### src/rtl/flash_page_writer.sv
module flash_page_writer #(
  parameter int AW = 24,
  parameter int PW = 12
) (
  input  logic          clk,
  input  logic          rst_n,
  input  logic          req_valid,
  output logic          req_ready,
  input  logic [AW-1:0] req_offset,
  input  logic [AW-1:0] req_len,
  input  logic [PW-1:0] cfg_page_size,
  input  logic [4:0]    cfg_page_shift,
  input  logic [AW:0]   cfg_dev_bytes,
  input  logic          cfg_verify,
  input  logic [7:0]    wr_data,
  input  logic          wr_valid,
  output logic          wr_ready,
  output logic [7:0]    spi_tx_data,
  output logic          spi_tx_last,
  output logic          spi_tx_valid,
  input  logic          spi_tx_ready,
  input  logic [7:0]    spi_rx_data,
  input  logic          spi_rx_valid,
  output logic          done,
  output logic          done_err_range,
  output logic          done_err_verify,
  output logic [AW-1:0] done_count
);
  localparam logic [7:0] OPC_LOAD = 8'h53;
  localparam logic [7:0] OPC_PROG = 8'h82;
  localparam logic [7:0] OPC_CMP  = 8'h60;
  localparam logic [7:0] OPC_STAT = 8'hD7;

  typedef enum logic [1:0] {OP_LOAD, OP_PROG, OP_CMP} op_t;
  typedef enum logic [1:0] {PH_CMD, PH_DATA, PH_STAT} ph_t;

  logic          busy, waitrx;
  op_t           op;
  ph_t           ph;
  logic [PW-1:0] idx, off, chunk;
  logic [AW-1:0] page, rem, written;

  logic [AW:0]   req_end;
  logic [AW-1:0] psz_w, start_page, rem_after;
  logic [PW-1:0] start_off, avail, first_chunk, next_chunk;
  logic [31:0]   page_base;
  logic [23:0]   flash_addr;
  logic          fire, step, stat_ready, page_ok;

  assign req_end     = {1'b0, req_offset} + {1'b0, req_len};
  assign psz_w       = AW'(cfg_page_size);
  assign start_page  = req_offset / psz_w;
  assign start_off   = PW'(req_offset % psz_w);
  assign avail       = cfg_page_size - start_off;
  assign first_chunk = (req_len > AW'(avail)) ? avail : PW'(req_len);
  assign rem_after   = rem - AW'(chunk);
  assign next_chunk  = (rem_after > psz_w) ? cfg_page_size : PW'(rem_after);

  assign page_base  = 32'(page) << cfg_page_shift;
  assign flash_addr = page_base[23:0] + ((op == OP_PROG) ? 24'(off) : 24'd0);

  assign req_ready    = !busy;
  assign spi_tx_valid = busy && !waitrx && (ph != PH_DATA || wr_valid);
  assign wr_ready     = busy && !waitrx && ph == PH_DATA && spi_tx_ready;
  assign fire         = spi_tx_valid && spi_tx_ready;
  assign step         = busy && waitrx && spi_rx_valid;
  assign stat_ready   = step && ph == PH_STAT && idx[0] && spi_rx_data[7];
  assign page_ok      = stat_ready &&
                        ((op == OP_PROG && !cfg_verify) || (op == OP_CMP && !spi_rx_data[6]));

  always_comb begin
    spi_tx_data = 8'h00;
    spi_tx_last = 1'b0;
    case (ph)
      PH_CMD: begin
        case (idx[1:0])
          2'd0: spi_tx_data = (op == OP_LOAD) ? OPC_LOAD : (op == OP_PROG) ? OPC_PROG : OPC_CMP;
          2'd1: spi_tx_data = flash_addr[23:16];
          2'd2: spi_tx_data = flash_addr[15:8];
          default: spi_tx_data = flash_addr[7:0];
        endcase
        spi_tx_last = (idx[1:0] == 2'd3) && (op != OP_PROG);
      end
      PH_DATA: begin
        spi_tx_data = wr_data;
        spi_tx_last = (idx == chunk - 1'b1);
      end
      default: begin
        spi_tx_data = idx[0] ? 8'h00 : OPC_STAT;
        spi_tx_last = idx[0];
      end
    endcase
  end

  always_ff @(posedge clk) begin
    if (!rst_n) begin
      busy <= 1'b0; waitrx <= 1'b0; op <= OP_LOAD; ph <= PH_CMD;
      idx <= '0; off <= '0; chunk <= '0; page <= '0; rem <= '0; written <= '0;
      done <= 1'b0; done_err_range <= 1'b0; done_err_verify <= 1'b0; done_count <= '0;
    end else begin
      done <= 1'b0;
      if (fire) waitrx <= 1'b1;
      if (!busy) begin
        if (req_valid) begin
          written <= '0;
          if (req_end > cfg_dev_bytes) begin
            done <= 1'b1; done_err_range <= 1'b1; done_err_verify <= 1'b0; done_count <= '0;
          end else if (req_len == '0) begin
            done <= 1'b1; done_err_range <= 1'b0; done_err_verify <= 1'b0; done_count <= '0;
          end else begin
            busy  <= 1'b1;
            page  <= start_page;
            off   <= start_off;
            chunk <= first_chunk;
            rem   <= req_len;
            op    <= (first_chunk != cfg_page_size) ? OP_LOAD : OP_PROG;
            ph    <= PH_CMD;
            idx   <= '0;
          end
        end
      end else if (step) begin
        waitrx <= 1'b0;
        case (ph)
          PH_CMD:
            if (idx[1:0] == 2'd3) begin
              ph  <= (op == OP_PROG) ? PH_DATA : PH_STAT;
              idx <= '0;
            end else idx <= idx + 1'b1;
          PH_DATA:
            if (idx == chunk - 1'b1) begin
              ph  <= PH_STAT;
              idx <= '0;
            end else idx <= idx + 1'b1;
          default:
            if (!idx[0]) idx <= idx + 1'b1;
            else if (!spi_rx_data[7]) idx <= '0;
            else if (op == OP_LOAD) begin
              op <= OP_PROG; ph <= PH_CMD; idx <= '0;
            end else if (op == OP_PROG && cfg_verify) begin
              op <= OP_CMP; ph <= PH_CMD; idx <= '0;
            end else if (op == OP_CMP && spi_rx_data[6]) begin
              busy <= 1'b0; done <= 1'b1;
              done_err_range <= 1'b0; done_err_verify <= 1'b1; done_count <= written;
            end
        endcase
        if (page_ok) begin
          written <= written + AW'(chunk);
          rem     <= rem_after;
          if (rem_after == '0) begin
            busy <= 1'b0; done <= 1'b1;
            done_err_range <= 1'b0; done_err_verify <= 1'b0;
            done_count <= written + AW'(chunk);
          end else begin
            page  <= page + 1'b1;
            off   <= '0;
            chunk <= next_chunk;
            op    <= (next_chunk != cfg_page_size) ? OP_LOAD : OP_PROG;
            ph    <= PH_CMD;
            idx   <= '0;
          end
        end
      end
    end
  end
endmodule

### config.mk
export PLATFORM = sky130hd
export DESIGN_NAME = flash_page_writer
export DESIGN_NICKNAME = d
export VERILOG_FILES = /design/src/rtl/flash_page_writer.sv
export SDC_FILE = /design/constraint.sdc
export NUM_CORES = 1
export LEC_CHECK = 0
export BUFFER_PORTS_ARGS = -buffer_cell sky130_fd_sc_hd__buf_2
export CORE_ASPECT_RATIO = 1.25
export CORE_MARGIN = 2
export CORE_UTILIZATION = 55
export DETAILED_ROUTE_END_ITERATION = 6
export MAX_ROUTING_LAYER = met4
export PLACE_DENSITY = 0.77
export SYNTH_ARGS = -nofsm -noshare
export SYNTH_HDL_FRONTEND = slang
export SYNTH_SLANG_ARGS = --single-unit
### constraint.sdc
create_clock -name clk -period 81.3 [get_ports clk]
set_input_delay 4.065 -clock clk [delete_from_list [all_inputs] [get_ports clk]]
set_output_delay 4.065 -clock clk [all_outputs]
set_load 0.005 [all_outputs]
==> results of run 1 <==
worst max-delay path: cells and delay by family:
kind | cells | cell delay, ns
AO/OA/AOI/OAI | 160 | 38.71
adder cells (fa/ha/maj) | 26 | 8.30
AND/OR/NAND/NOR | 70 | 16.12
XOR/XNOR | 3 | 0.75
buffers and inverters | 9 | 1.84
multiplexers | 11 | 3.93
placed cells by master (no fill, tap or decap), drive strengths merged, types with 100 or more instances in the layout:
cell type / netlist / layout
nand2: 381 / 381
a21oi: 353 / 353
ha: 350 / 350
nor2: 347 / 347
o21ai: 201 / 201
buf: 28 / 175
inv: 169 / 171
xnor2: 165 / 165
nor3: 149 / 149
dfxtp: 141 / 141
o21a: 112 / 112
nand3: 112 / 112
a21o: 100 / 100
cell type report:
type                       instances  area (µm²)  share of cell area
antenna                            7        17.5            0.000613
clock buffer                      24         492              0.0172
clock inverter                     7        56.3             0.00197
inverter                         171         643              0.0225
multi-input combinational       3283       22800               0.797
sequential                       141        2830              0.0990
tap                              644         806              0.0282
timing repair buffer             175         951              0.0333
flip-flops by register name, indices dropped and copies added (netlist names):
signal	flops
written	24
op	2
rem	24
off	12
page	24
done	1
chunk	12
done_count	24
waitrx	1
idx	12
done_err_verify	1
done_err_range	1
ph	2
busy	1
worst max-delay path by stage:
stage,start,endpoint,slack (ns),cells past startpoint
4_1_cts,cfg_page_size[0],op[0]$_SDFFE_PN0P_,8.77,282
2_1_floorplan,cfg_page_size[0],op[0]$_SDFFE_PN0P_,18.01,298
3_3_place_gp,cfg_page_size[0],op[0]$_SDFFE_PN0P_,9.37,280
6_report,cfg_page_size[0],op[0]$_SDFFE_PN0P_,7.78,279
3_5_place_dp,cfg_page_size[0],op[0]$_SDFFE_PN0P_,8.49,282
5_1_grt,cfg_page_size[0],op[0]$_SDFFE_PN0P_,2.53,285
cell families after synthesis:
| group | share of synthesized area |
|---|---|
| flops | 0.105 |
| mux | 0.0613 |
| xor+xnor | 0.0766 |
| buf+inv | 0.0483 |
| compound gates | 0.299 |
| fa+ha+maj | 0.168 |
| simple gates | 0.242 |
layer usage:
| metal | global-route usage | up-vias | routed length (µm) |
|---|---|---|---|
| met5 | - | - | 0 |
| met4 | 0.161 | 0 | 4260 |
| met3 | 0.0353 | 249 | 5160 |
| met2 | 0.564 | 1017 | 39400 |
| met1 | 0.388 | 13200 | 34200 |
| li1 | - | 13900 | - |
metrics by stage:
step	cells	hold WS, ns	area [µm²]
floorplan	3756	0.417	26900
global placement	4414	0.432	28000
detailed placement	4414	0.437	28000
CTS	4445	0.446	28500
global route	4449	0.470	28500
finish	4452	0.445	28600
==> flow_summary.ini, run 1 <==
[run_status]
outcome = completed

[final_layout]
fin_nets = 4258
nFillCells = 4624
fraction_of_layout_instances_using_a_drive_strength_above_1 = 0.0992
final_util = 0.591
area_growth_syn_to_layout_pct = 6.32

[yosys]
synth.net_count = 4225
synth_area_per_cell_um2 = 7.15
syn_area_um2 = 26900
synth_commonest_cells = 380 x sky130_fd_sc_hd__nand2_1, 352 x sky130_fd_sc_hd__a21oi_1, 350 x sky130_fd_sc_hd__ha_1, 342 x sky130_fd_sc_hd__nor2_1, 168 x sky130_fd_sc_hd__o21ai_0
post-synth-top-area-cell = sky130_fd_sc_hd__ha_1
synth_enable_flop_cells = 0
synth_flop_cell = sky130_fd_sc_hd__dfxtp_1
yosys-top-cells-area = sky130_fd_sc_hd__ha_1 16%, sky130_fd_sc_hd__dfxtp_1 11%, sky130_fd_sc_hd__a21oi_1 6.6%
synthDominantCellAreaShare = 0.163
ys_async_sr_fraction = 0
synth_sequential_area_ratio = 0.105
flop_and_latch_count_out_of_synthesis = 141
yosys_warnings = 0
synth_cells = 3756
synth_cell_type_count = 112
synth.most_common_cell = sky130_fd_sc_hd__nand2_1

[worst_setup_path]
timing.setup.critical_path_class = input port to flip-flop
crit_path_frequent_cell = sky130_fd_sc_hd__o21a_1
worst_path_max_delay_cell = sky130_fd_sc_hd__o22ai_1
crit-reg2reg-capture = page[3]$_SDFFE_PN0P_
critical_path.max_stage_delay_ns = 0.81
crit_path_dat_ns = 73.89
r2r.worst_path.cells = 27
critical_path.startpoint_type = input port
endpoint_type_of_the_worst_setup_path = flip-flop
crit_path_max_fanout = 30
worst_r2r_startpoint = chunk[0]$_SDFFE_PN0P_
critical_path_required_ns = 81.66
reg2reg_setup_slack_ns = 75.02

[min_path]
min_from = off[1]$_SDFFE_PN0P_
worstHoldEndpoint = off[1]$_SDFFE_PN0P_
hold_path_class = flip-flop to flip-flop
min_delay_path_depth = 2

[clock_tree]
cts_setup_buffers = 0
cts_hold_buf = 0
cts_resized = 0
cts-buffers-inserted = 17
clk_transition_reported_paths_ns = 0.06
max-clock-path-buffers = 2
clock-sinks = 141
cts_tree = done
clock_latency_ns = 0.45
clk_root_buffer_cell = sky130_fd_sc_hd__clkbuf_16
ctsHtreeMaxLevel = 4

[global_route]
antenna_found_initial = 4
grt_first_pass_wirelength_um = 134000
via_count_of_the_first_global_routing_pass = 26700
grt_max_degree = 97
overflow = 0
overall_fraction_of_global_route_tracks_in_use = 0.331

[drt]
finalWirelength_um = 83000
drtIter0Drc = 1912
avgViaCountPerCell = 6.39
antenna_violating_nets_post_route = 0
drt_pass1_iterations = 7
total_via_count_in_the_routed_design = 28500
drt_drc_violations_left = 0
wl_per_cell_um = 18.6

[timing]
setup_viol = 0
slew_headroom = 0.239
clock.fmax_ghz = 0.0136
timing.final.crit_period_ns = 73.52
tightest_slew_ns = 1.14
setup_total_negative_slack_ns = 0
worst_clock_skew_ns = 0.0103
final_min_period_over_clock_period = 0.904
rsz_0062_raised_after_global_routing = false
final_hold_viol_count = 0
fin_ws_ns = 7.78
timing.final.max_slew_violations = 0

[job]
maximum_capacitance_violations = 0

[die]
design.die.area_um2 = 50600
die_w_um = 202
placement_rows = 90
vertical_die_dimension_um = 251
core_area_um2 = 48300
effective_utilization_at_floorplan = 0.556
pin_count = 152

[placement]
dp_hpwl_um = 64800
place.port_buffers = 145
gpl.final_weighted_congestion = 0.997
post-place-ws_ns = 8.49
Power of run 1 is left out: the tool's default activity adds up to more than one toggle a clock period on the data nets, which glitch-free logic cannot reach.
==> run 2: changes to the inputs <==
--- a/config.mk
+++ b/config.mk
@@ -10,6 +10,7 @@
 export CORE_MARGIN = 2
 export CORE_UTILIZATION = 55
 export DETAILED_ROUTE_END_ITERATION = 6
+export GPL_TIMING_DRIVEN = 0
 export MAX_ROUTING_LAYER = met4
 export PLACE_DENSITY = 0.77
 export SYNTH_ARGS = -nofsm -noshare
==> run 2 against run 1 <==
Against the previous run: critical path depth increased by 22; die area is the same; first-iteration DRC count grew 20%; non-clock buffer count rose by 127; hold slack hardly changed; via count increased by 3.6%; routed wire length is 7.1% higher; register-to-register slack got worse by 0.40 ns; sequential share of layout area is 0.17 points lower; count of clock-buffer cells in the layout down 7; global-route usage increased by 1.9 points; final area increased by 1.6%; critical path type unchanged; critical endpoint unchanged; highest routed layer unchanged.
==> flow_summary.ini, run 2 (same netlist as run 1, synthesis figures left out) <==
[worst_setup_path]
critical_path.startpoint_type = input port
crit-reg2reg-capture = chunk[9]$_SDFFE_PN0P_
worst_path_max_delay_cell = sky130_fd_sc_hd__a311oi_4
crit_path_dat_ns = 76.68
crit_path_frequent_cell = sky130_fd_sc_hd__o21a_1
critical_path_required_ns = 81.67
worst_r2r_startpoint = chunk[0]$_SDFFE_PN0P_
reg2reg_setup_slack_ns = 74.62
critical_path.max_stage_delay_ns = 0.60
r2r.worst_path.cells = 26
path_buf_inv = 31
timing.setup.critical_path_class = input port to flip-flop
endpoint_type_of_the_worst_setup_path = flip-flop
critical_path.top_delay_family = compound AO/OA/AOI/OAI gates
crit_path_max_fanout = 13

[final_layout]
sequential_cell_area_um2 = 2820
fin_nets = 4386
final_cell_mix = 380 x sky130_fd_sc_hd__nand2_1, 351 x sky130_fd_sc_hd__a21oi_1, 350 x sky130_fd_sc_hd__ha_1, 342 x sky130_fd_sc_hd__nor2_1, 168 x sky130_fd_sc_hd__o21ai_0
nFillCells = 4587
fraction_of_layout_instances_using_a_drive_strength_above_1 = 0.0934
multi_input_comb_area_um2 = 22800
layout_commonest_cell = sky130_fd_sc_hd__nand2_1
area_growth_syn_to_layout_pct = 8.06

[clock_tree]
ctsHtreeMaxLevel = 4
clock-sinks = 141
clk_root_buffer_cell = sky130_fd_sc_hd__clkbuf_16
clk_transition_reported_paths_ns = 0.06
cts-buffers-inserted = 17
cts_tree = done
clock_latency_ns = 0.45
max-clock-path-buffers = 2
cts_setup_buffers = 0

[timing]
final_hold_viol_count = 0
slew_headroom = 0.0554
clock.fmax_ghz = 0.0131
timing.final.max_slew_violations = 0
worst_clock_skew_ns = 0.0120
rsz_0062_raised_after_global_routing = false
timing.final.crit_period_ns = 76.32
final_min_period_over_clock_period = 0.939
tightest_slew_ns = 1.42
setup_total_negative_slack_ns = 0
setup_viol = 0

[global_route]
overflow = 0
grt_max_degree = 27
overall_fraction_of_global_route_tracks_in_use = 0.350
antenna_found_initial = 9
grt_first_pass_wirelength_um = 141000
via_count_of_the_first_global_routing_pass = 27700

[min_path]
min_from = off[3]$_SDFFE_PN0P_
min_delay_path_depth = 2
worstHoldEndpoint = off[3]$_SDFFE_PN0P_
hold_path_class = flip-flop to flip-flop

[drt]
total_via_count_in_the_routed_design = 29500
wl_per_cell_um = 19.4
avgViaCountPerCell = 6.43
antenna_violating_nets_post_route = 0
drtIter0Drc = 2290
finalWirelength_um = 88900
drt_pass1_iterations = 6
drt_drc_violations_left = 0

[die]
pin_count = 152
vertical_die_dimension_um = 251
core_area_um2 = 48300
die_w_um = 202
design.die.area_um2 = 50600
placement_rows = 90
effective_utilization_at_floorplan = 0.556

[placement]
dp_hpwl_um = 70800
place.port_buffers = 141
gpl.final_weighted_congestion = 1.02

[run_status]
outcome = completed

[job]
maximum_capacitance_violations = 0
-- run 2: cell types whose count changed in the layout (fill, tap and decap cells not counted), moves of 4 or more --
cell and delta:
sky130_fd_sc_hd__buf_2 +4, sky130_fd_sc_hd__clkbuf_8 -4, sky130_fd_sc_hd__diode_2 +4, sky130_fd_sc_hd__buf_6 +5, sky130_fd_sc_hd__buf_1 +14, sky130_fd_sc_hd__clkbuf_1 +127
sky130_fd_sc_hd__buf_4 -29
-- run 2: metrics by stage --
step           utilization  hold WS [ns]  std cells  worst slack [ns]  area [µm²]
5_1_grt              0.601         0.473       4581            0.0252       29000
4_1_cts              0.600         0.451       4573              5.03       29000
3_5_place_dp         0.587         0.437       4541              4.73       28400
2_1_floorplan            -         0.417       3756             18.01       26900
6_report             0.601         0.446       4585              4.98       29000
3_3_place_gp         0.587         0.430       4541              5.55       28400
-- run 2: timing repair --
action / in CTS / in global routing
hold buffers: 0 / 0
setup endpoints to repair: 0 / 12
endpoints found under the hold margin: 0 / 0
gates resized for setup: 0 / 12
-- run 2: worst register-to-register path, cell delays in order (launching register included) --
cell	delay (ns)
sky130_fd_sc_hd__dfxtp_1	0.46
sky130_fd_sc_hd__ha_1	0.20
sky130_fd_sc_hd__inv_1	0.06
sky130_fd_sc_hd__fa_1	0.39
sky130_fd_sc_hd__a21o_1	0.19
sky130_fd_sc_hd__a21oi_1	0.21
sky130_fd_sc_hd__o21bai_1	0.11
sky130_fd_sc_hd__a21oi_1	0.23
sky130_fd_sc_hd__o21bai_1	0.09
sky130_fd_sc_hd__a21oi_1	0.24
sky130_fd_sc_hd__o21bai_1	0.10
sky130_fd_sc_hd__a21oi_1	0.28
sky130_fd_sc_hd__nor2b_1	0.07
sky130_fd_sc_hd__o21ai_0	0.15
sky130_fd_sc_hd__nand2b_1	0.14
sky130_fd_sc_hd__nor3_1	0.38
sky130_fd_sc_hd__nand4_1	0.21
sky130_fd_sc_hd__or3_1	0.41
sky130_fd_sc_hd__xnor2_1	0.18
sky130_fd_sc_hd__and3_1	0.22
sky130_fd_sc_hd__nand3_1	0.08
sky130_fd_sc_hd__nand2_1	0.13
sky130_fd_sc_hd__a21oi_1	0.38
sky130_fd_sc_hd__clkbuf_1	0.49
sky130_fd_sc_hd__buf_1	0.64
sky130_fd_sc_hd__o211ai_1	0.36
sky130_fd_sc_hd__a21oi_1	0.21
-- run 2: final cells by class --
| cell class | instances | area share |
|---|---|---|
| multi-input cells | 3283 | 0.785 |
| flip-flops and latches | 141 | 0.0972 |
| plain buffers | 161 | 0.0227 |
| clock inverters | 15 | 0.00543 |
| diodes | 11 | 0.000948 |
| well taps | 644 | 0.0278 |
| inverters | 171 | 0.0222 |
| repair buffers | 141 | 0.0243 |
| repair inverters | 1 | 0.000172 |
| clock buffers | 17 | 0.0147 |
-- run 2: worst max path at each step --
| stage | from | to | slack [ns] | cells after the start |
|---|---|---|---|---|
| 2_1_floorplan | cfg_page_size[0] | op[0]$_SDFFE_PN0P_ | 18.01 | 298 |
| 3_3_place_gp | cfg_page_size[0] | op[0]$_SDFFE_PN0P_ | 5.55 | 299 |
| 3_5_place_dp | cfg_page_size[0] | op[0]$_SDFFE_PN0P_ | 4.73 | 300 |
| 4_1_cts | cfg_page_size[0] | op[0]$_SDFFE_PN0P_ | 5.03 | 300 |
| 5_1_grt | cfg_page_size[0] | op[0]$_SDFFE_PN0P_ | 0.03 | 302 |
| 6_report | cfg_page_size[0] | op[0]$_SDFFE_PN0P_ | 4.98 | 301 |
-- run 2: layer usage --
metal	global-route usage	share of wire	vias to the layer above	wire (µm)
met5	-	0	-	0
li1	-	-	14200	-
met2	0.592	0.47	1244	41800
met1	0.399	0.39	13700	35000
met4	0.209	0.065	0	5800
met3	0.0386	0.071	346	6320
Power of run 2 is left out for the same reason.
